File: config.mk
export PLATFORM = sky130hd
export DESIGN_NAME = sram_out_stage
export DESIGN_NICKNAME = d
export VERILOG_FILES = /design/src/rtl/sos_pkg.sv /design/src/rtl/sos_cmd_reg.sv /design/src/rtl/sos_drive_ctrl.sv /design/src/rtl/sos_rdata_reg.sv /design/src/rtl/sram_out_stage.sv
export SDC_FILE = /design/constraint.sdc
export NUM_CORES = 1
export LEC_CHECK = 0
export BUFFER_PORTS_ARGS = -buffer_cell sky130_fd_sc_hd__buf_2
export CAP_MARGIN = 20
export CORE_AREA = 2 2 134 136
export CTS_BUF_LIST = sky130_fd_sc_hd__clkbuf_8
export DETAILED_ROUTE_END_ITERATION = 12
export DIE_AREA = 0 0 136 138
export GPL_TIMING_DRIVEN = 0
export PLACE_DENSITY = 0.75
export SLEW_MARGIN = 20
export SYNTH_ARGS = -nofsm -noshare
export SYNTH_HDL_FRONTEND = slang
export SYNTH_SLANG_ARGS = --single-unit
File: constraint.sdc
create_clock -name clk_i -period 1.86 [get_ports clk_i]
set_input_delay 0.093 -clock clk_i [delete_from_list [all_inputs] [get_ports clk_i]]
set_output_delay 0.093 -clock clk_i [all_outputs]
set_load 0.05 [all_outputs]
File: src/rtl/sos_pkg.sv
package sos_pkg;
  typedef enum logic [1:0] {
    CMD_NONE  = 2'd0,
    CMD_READ  = 2'd1,
    CMD_WRITE = 2'd2,
    CMD_DESEL = 2'd3
  } cmd_e;
endpackage

File: src/rtl/sos_cmd_reg.sv
module sos_cmd_reg
  import sos_pkg::*;
#(
  parameter int ADDR_W = 18,
  parameter int BYTES  = 8,
  parameter int BYTE_W = 9,
  localparam int DW    = BYTES * BYTE_W
) (
  input  logic              clk_i,
  input  logic              rst_ni,
  input  logic              cmd_vld_i,
  input  logic              cs_i,
  input  logic              rd_i,
  input  logic [ADDR_W-1:0] addr_i,
  input  logic              gw_i,
  input  logic              bw_en_i,
  input  logic [BYTES-1:0]  byte_sel_i,
  input  logic [DW-1:0]     wdata_i,
  output cmd_e              cmd_o,
  output logic [ADDR_W-1:0] addr_o,
  output logic [BYTES-1:0]  we_o,
  output logic [DW-1:0]     wdata_o
);
  cmd_e             cmd_d, cmd_q;
  logic [BYTES-1:0] mask_d, mask_q;
  logic [ADDR_W-1:0] addr_q;
  logic [DW-1:0]    wdata_q;

  always_comb begin
    if (!cmd_vld_i)  cmd_d = CMD_NONE;
    else if (!cs_i)  cmd_d = CMD_DESEL;
    else if (rd_i)   cmd_d = CMD_READ;
    else             cmd_d = CMD_WRITE;
  end

  // global write overrides byte controls
  for (genvar b = 0; b < BYTES; b++) begin : g_mask
    assign mask_d[b] = gw_i | (bw_en_i & byte_sel_i[b]);
  end

  always_ff @(posedge clk_i or negedge rst_ni) begin
    if (!rst_ni) begin
      cmd_q   <= CMD_NONE;
      addr_q  <= '0;
      mask_q  <= '0;
      wdata_q <= '0;
    end else begin
      cmd_q  <= cmd_d;
      mask_q <= (cmd_d == CMD_WRITE) ? mask_d : '0;
      if (cmd_d != CMD_NONE) addr_q <= addr_i;
      if (cmd_d == CMD_WRITE) wdata_q <= wdata_i;
    end
  end

  assign cmd_o   = cmd_q;
  assign addr_o  = addr_q;
  assign we_o    = mask_q;
  assign wdata_o = wdata_q;
endmodule

File: src/rtl/sos_drive_ctrl.sv
module sos_drive_ctrl
  import sos_pkg::*;
(
  input  logic clk_i,
  input  logic rst_ni,
  input  cmd_e cmd_i,
  input  logic dcd_sel_i,
  input  logic oe_i,
  output logic drive_en_o
);
  logic drv_q;
  logic early_off;

  // second stage: same depth as read data
  always_ff @(posedge clk_i or negedge rst_ni) begin
    if (!rst_ni) drv_q <= 1'b0;
    else begin
      unique case (cmd_i)
        CMD_READ:             drv_q <= 1'b1;
        CMD_WRITE, CMD_DESEL: drv_q <= 1'b0;
        default:              drv_q <= drv_q;
      endcase
    end
  end

  // first stage: writes always, deselects only in single-cycle mode
  assign early_off = (cmd_i == CMD_WRITE) || (!dcd_sel_i && cmd_i == CMD_DESEL);

  assign drive_en_o = oe_i & drv_q & ~early_off;
endmodule

File: src/rtl/sos_rdata_reg.sv
module sos_rdata_reg #(
  parameter int DW = 72
) (
  input  logic          clk_i,
  input  logic          rst_ni,
  input  logic          load_i,
  input  logic [DW-1:0] d_i,
  output logic [DW-1:0] q_o
);
  always_ff @(posedge clk_i or negedge rst_ni) begin
    if (!rst_ni)     q_o <= '0;
    else if (load_i) q_o <= d_i;
  end
endmodule

File: src/rtl/sram_out_stage.sv
module sram_out_stage
  import sos_pkg::*;
#(
  parameter int ADDR_W = 18,
  parameter int BYTES  = 8,
  parameter int BYTE_W = 9,
  localparam int DW    = BYTES * BYTE_W
) (
  input  logic              clk_i,
  input  logic              rst_ni,
  input  logic              cmd_vld_i,
  input  logic              cs_i,
  input  logic              rd_i,
  input  logic [ADDR_W-1:0] addr_i,
  input  logic              dcd_sel_i,
  input  logic              oe_i,
  input  logic              gw_i,
  input  logic              bw_en_i,
  input  logic [BYTES-1:0]  byte_sel_i,
  input  logic [DW-1:0]     wdata_i,
  input  logic [DW-1:0]     arr_rdata_i,
  output logic [ADDR_W-1:0] arr_addr_o,
  output logic [BYTES-1:0]  arr_we_o,
  output logic [DW-1:0]     arr_wdata_o,
  output logic [DW-1:0]     rdata_o,
  output logic              drive_en_o
);
  cmd_e s1_cmd;

  sos_cmd_reg #(.ADDR_W(ADDR_W), .BYTES(BYTES), .BYTE_W(BYTE_W)) u_cmd (
    .clk_i, .rst_ni, .cmd_vld_i, .cs_i, .rd_i, .addr_i,
    .gw_i, .bw_en_i, .byte_sel_i, .wdata_i,
    .cmd_o   (s1_cmd),
    .addr_o  (arr_addr_o),
    .we_o    (arr_we_o),
    .wdata_o (arr_wdata_o)
  );

  sos_drive_ctrl u_drv (
    .clk_i, .rst_ni,
    .cmd_i      (s1_cmd),
    .dcd_sel_i,
    .oe_i,
    .drive_en_o
  );

  sos_rdata_reg #(.DW(DW)) u_rdat (
    .clk_i, .rst_ni,
    .load_i (s1_cmd == CMD_READ),
    .d_i    (arr_rdata_i),
    .q_o    (rdata_o)
  );
endmodule

After elaboration in Yosys (flattened, before gate mapping)
Index checks and enable logic that the tools add are counted.
- equality and inequality tests: 4
- reductions and logical operators: 6
- muxes and demuxes: 5
- bitwise logic cells: 19
- operators by type and width (operator ; count):
    1-bit AND ; 10
    8-bit two-way mux ; 1
    1-bit OR ; 8
    2-bit == test (second input constant) ; 3
    2-bit two-way mux ; 3
    2-bit nonzero test ; 2
    2-bit by 1-bit == test with 1-bit output (second input constant) ; 1
    1-bit one-hot mux with 2 select lines ; 1
    2-bit OR reduction ; 1
    1-bit logical AND ; 1
    1-bit zero test ; 1
    1-bit logical OR ; 1
    1-bit NOT ; 1
- register bits after elaboration: 173
- logic and storage cells: 40

Longest topological paths before layout
- depth after elaboration: 5
- gate-level depth with buffers: 4

Hierarchy
From an unflattened synthesis, not the netlist that was laid out.
- cell total of the unflattened synthesis: 382
- area total of the unflattened synthesis: 7086.8 µm²
- by module, submodules not included (module ; seq. area each (µm²) ; area an instance (µm²) ; cells an instance ; instances):
    sos_cmd_reg ; 2502.4 ; 3997.6 ; 223 ; 1
    sos_rdata_reg ; 1801.7 ; 3026.7 ; 152 ; 1
    sos_drive_ctrl ; 25.0 ; 48.8 ; 6 ; 1
    sram_out_stage ; 0.0 ; 13.8 ; 1 ; 1

Least setup slack after synthesis
OpenSTA, ideal clock, no wires.
- path kind: reg2out
- from: register u_cmd.cmd_q[0] (netlist: u_cmd.cmd_o[0])
- to: output drive_en_o
- data arrival time: 1174 ps
- path slack: 593 ps
- buffers on the path: 0
- cell stages (with the launch flop): 3
- cell sequence: dfrtp_1 nand2_1 a21oi_1
- cells in the longest elaborated chain, start to end: 5
- RTL lines (element ; RTL line ; RTL):
    from (decl) ; sos_cmd_reg.sv:24 ; cmd_e cmd_d, cmd_q;
    from (signal assigned) ; sos_cmd_reg.sv:48 ; cmd_q <= cmd_d;
    2-bit == test ; sos_drive_ctrl.sv:27 ; assign early_off = (cmd_i == CMD_WRITE) || (!dcd_sel_i && cmd_i == CMD_DESEL);
    1-bit logical AND ; sos_drive_ctrl.sv:27 ;
    1-bit logical OR * ; sos_drive_ctrl.sv:27 ;
    1-bit NOT * ; sos_drive_ctrl.sv:29 ; assign drive_en_o = oe_i & drv_q & ~early_off;
    1-bit AND * ; sos_drive_ctrl.sv:29 ;
    to (decl) ; sram_out_stage.sv:26 ; output logic drive_en_o
Mark *: on every way between the ends. The rest lies on a longest branch, timed or not.

Final worst setup path
Same ends and word-level chain as after synthesis.

==> impl_metrics.csv <==
group,metric,value,unit
die,start_util,38.5,%
power,leakagePower,5.56,nW
timing,tightestPinTransition,0.654,ns
synthesis,synth_fp_nets,561,
routing,vias_per_cell,4.48,
synthesis,avgSynthCellArea,17.7,µm²
routing,wl,19100,µm
die,die_y,138,µm
setup_path,required,1.77,ns
timing,rsz0062_at_grt,"false",
grt,grt-ovfl-total,0,
place,routabilityCongestion,0.769,
layout,nets,1102,
synthesis,synth.distinct_cells,14,
power,p_sw,0.00482,W
place,io_buffers,347,
routing,vias,5224,
die,core-area,17500,µm²
setup_path,cp_cell_sequence,"nand2_1, a21oi_1, buf_2",
setup_path,crit_family,"flip-flops",
timing,fin_skew,0.0129,ns
synthesis,synth_edf_count,0,
power,switching_share,41.2,%
cts,cts_resized,0,
setup_path,cp.arrival,1.27,ns
timing,slew_headroom,56.4,%
synthesis,synth_most_common_cell,"dfrtp_1",
power,pwr-share-clk,20.7,%
die,dieArea,18800,µm²
cts,clock_sinks,173,
grt,grt_pass1_vias,5896,
die,io_pins,350,
cts,clk_pin_slew,0.09,ns
power,ir_drop,0.000659,V
synthesis,synth_cells,382,
synthesis,ys_top_cells_by_count,"173 x dfrtp_1, 90 x mux2_2, 72 x mux2_4, 16 x buf_6, 10 x nor2_1",
place,hpwl,12000,µm
routing,ant_nets,0,
min_path,min_path_type,"in -> reg",
layout,antenna_cells,0,
die,num_rows,49,
routing,dr.first_iter.drc_count,108,
cts,cts_tree,"yes",
grt,grt_pass1_wl,29700,µm
status,status,"complete, no violations",
routing,first_pass_iters,4,
setup_path,cp_slowest_cell,"dfrtp_1",
synthesis,synth_top_area_share,64.1,%
synthesis,synth_seq_cells,173,
layout,n_fill_cell,1301,
routing,drc,0,
timing,max_freq,732,MHz
place,dp.cells,959,
grt,grt_max_degree,89,
synthesis,synth_area_leaders,"dfrtp_1 64%, mux2_4 16%, mux2_2 15%",
run,cap_violations,0,
power,seq_power_share,40.4,%
cts,cts_inserted_buffers,17,
synthesis,yosysWarnings,0,
layout,fin_util,62.2,%
setup_path,critPathCaptureType,"output port",
setup_path,worst-path-buf-inv,1,
cts,root_buffer,"clkbuf_8",
layout,multi_input_area,2210,µm²
cts,cts_max_path_buffers,2,
timing,hold_viol_final,0,
timing,post-route-period-util,73.4,%
die,dieWidth,136,µm
timing,min_period,1.37,ns
layout,drive_gt1_share,59.7,%
setup_path,critical-path-max-stage-delay,0.38,ns
synthesis,async_flop_share,100,%
power,p_comb_share,38.9,%
setup_path,cp-start-kind,"register",
cts,htreeDepth,4,
power,p_int,0.00688,W
setup_path,critPathKind,"reg -> out",
layout,syn_to_final_growth,61.7,%
routing,post_drt_wl_per_cell,16.4,µm
synthesis,synth-main-ff-cell,"dfrtp_1",
cts,worstSkewPairLatency,0.43,ns
synthesis,synth_top_area_cell,"dfrtp_1",
power,power_density,1070,nW/µm²
grt,antenna_found_initial,0,
setup_path,path_max_fanout,3,
synthesis,yosysSeqAreaShare,64.1,%
grt,grtUsageTotal,20.1,%
setup_path,regToRegSetupSlack,0.52,ns
timing,finalSetupViolations,0,
timing,final_max_slew_viol_count,0,
synthesis,syn-cell-area,6750,µm²
layout,register_area,4330,µm²
layout,finalNonFillerCells,1165,
[per-layer routing]
metal / global-route usage [%] / part of all wire (%)
met2: 37.8 / 53
met3: 5.79 / 6.7
met5: 0 / 0
met1: 21.3 / 38
met4: 6.30 / 2.4
[path summary, 6_finish.rpt]
| check | startpoint | to | depth (start not counted) |
|---|---|---|---|
| max | u_cmd.cmd_o[0] | drive_en_o | 3 |
| min | gw_i | u_cmd.we_o[6] | 3 |
| max reg2reg | u_cmd.cmd_o[1] | u_rdat.q_o[15] | 4 |
| min reg2reg | u_cmd.cmd_o[1] | u_drv.drv_q | 1 |
| max in group asynchronous | rst_ni | u_cmd.wdata_o[16] | 3 |
| min in group asynchronous | rst_ni | u_rdat.q_o[23] | 2 |
[power by group through the flow]
stage               Combinational (W)  Sequential [W]  Clock (W)
floorplan                    0.000884         0.00699          0
global placement              0.00419         0.00474          0
detailed placement            0.00425         0.00476          0
CTS                           0.00453         0.00470    0.00251
global route                  0.00472         0.00480    0.00268
finish                        0.00455         0.00472    0.00243
[state kept, by name, indices dropped and copies added, names as in the netlist]
name	cells
u_cmd.we_o	8
u_drv.drv_q	1
u_cmd.addr_o	18
u_cmd.wdata_o	72
u_cmd.cmd_o	2
u_rdat.q_o	72
[kinds of logic (layout without fill, tap and decap cells)]
family / count (synthesis) / count (layout) / synth area share, %
compound gates: 11 / 11 / 0.889
buf+inv: 22 / 576 / 3.09
flops: 173 / 173 / 64.1
mux: 162 / 162 / 31.0
simple gates: 14 / 14 / 0.871
[worst register-to-register path, stage by stage, from the launching register on]
cell and delay [ns]:
dfrtp_1 0.39, nand2b_1 0.13, buf_6 0.17, buf_6 0.19, mux2_2 0.36
[cell usage in the layout (no fill, tap or decap), types with 4 or more instances in the layout]
cell type      synthesis  layout
mux2_4                72      72
nor2_1                10      10
dfrtp_1              173     173
clkinv_4               0       4
buf_6                 16      16
buf_2                  2     348
a21oi_1                9       9
mux2_2                90      90
clkbuf_8               0      18
dlygate4sd3_1          0     174
[through the flow]
step / hold slack, ns / TNS (ns) / area [µm²] / total power, W / setup slack [ns]
6_report: 0.0791 / 0 / 10900 / 0.0117 / 0.494
4_1_cts: 0.0150 / 0 / 10900 / 0.0117 / 0.452
2_1_floorplan: -0.203 / 0 / 6750 / 0.00787 / 0.593
5_1_grt: 0.0400 / 0 / 10900 / 0.0122 / 0.422
3_5_place_dp: 0.138 / 0 / 8810 / 0.00901 / 0.498
3_3_place_gp: 0.323 / -343.35 / 8770 / 0.00893 / -2.00
[timing repair]
action | 4_1_cts | 5_1_grt
hold endpoints to repair | 257 | 0
hold buffers | 174 | 0
buffers inserted | 0 | 0
[cell type report]
| cell class | instances | area share, % |
|---|---|---|
| clock buffer | 18 | 2.27 |
| clock inverter | 14 | 1.03 |
| sequential | 173 | 39.7 |
| buffer | 21 | 1.88 |
| timing repair buffer | 522 | 32.2 |
| multi-input combinational | 187 | 20.3 |
| inverter | 1 | 0.0344 |
| tap | 229 | 2.63 |
(Power assumes the default switching activity.)
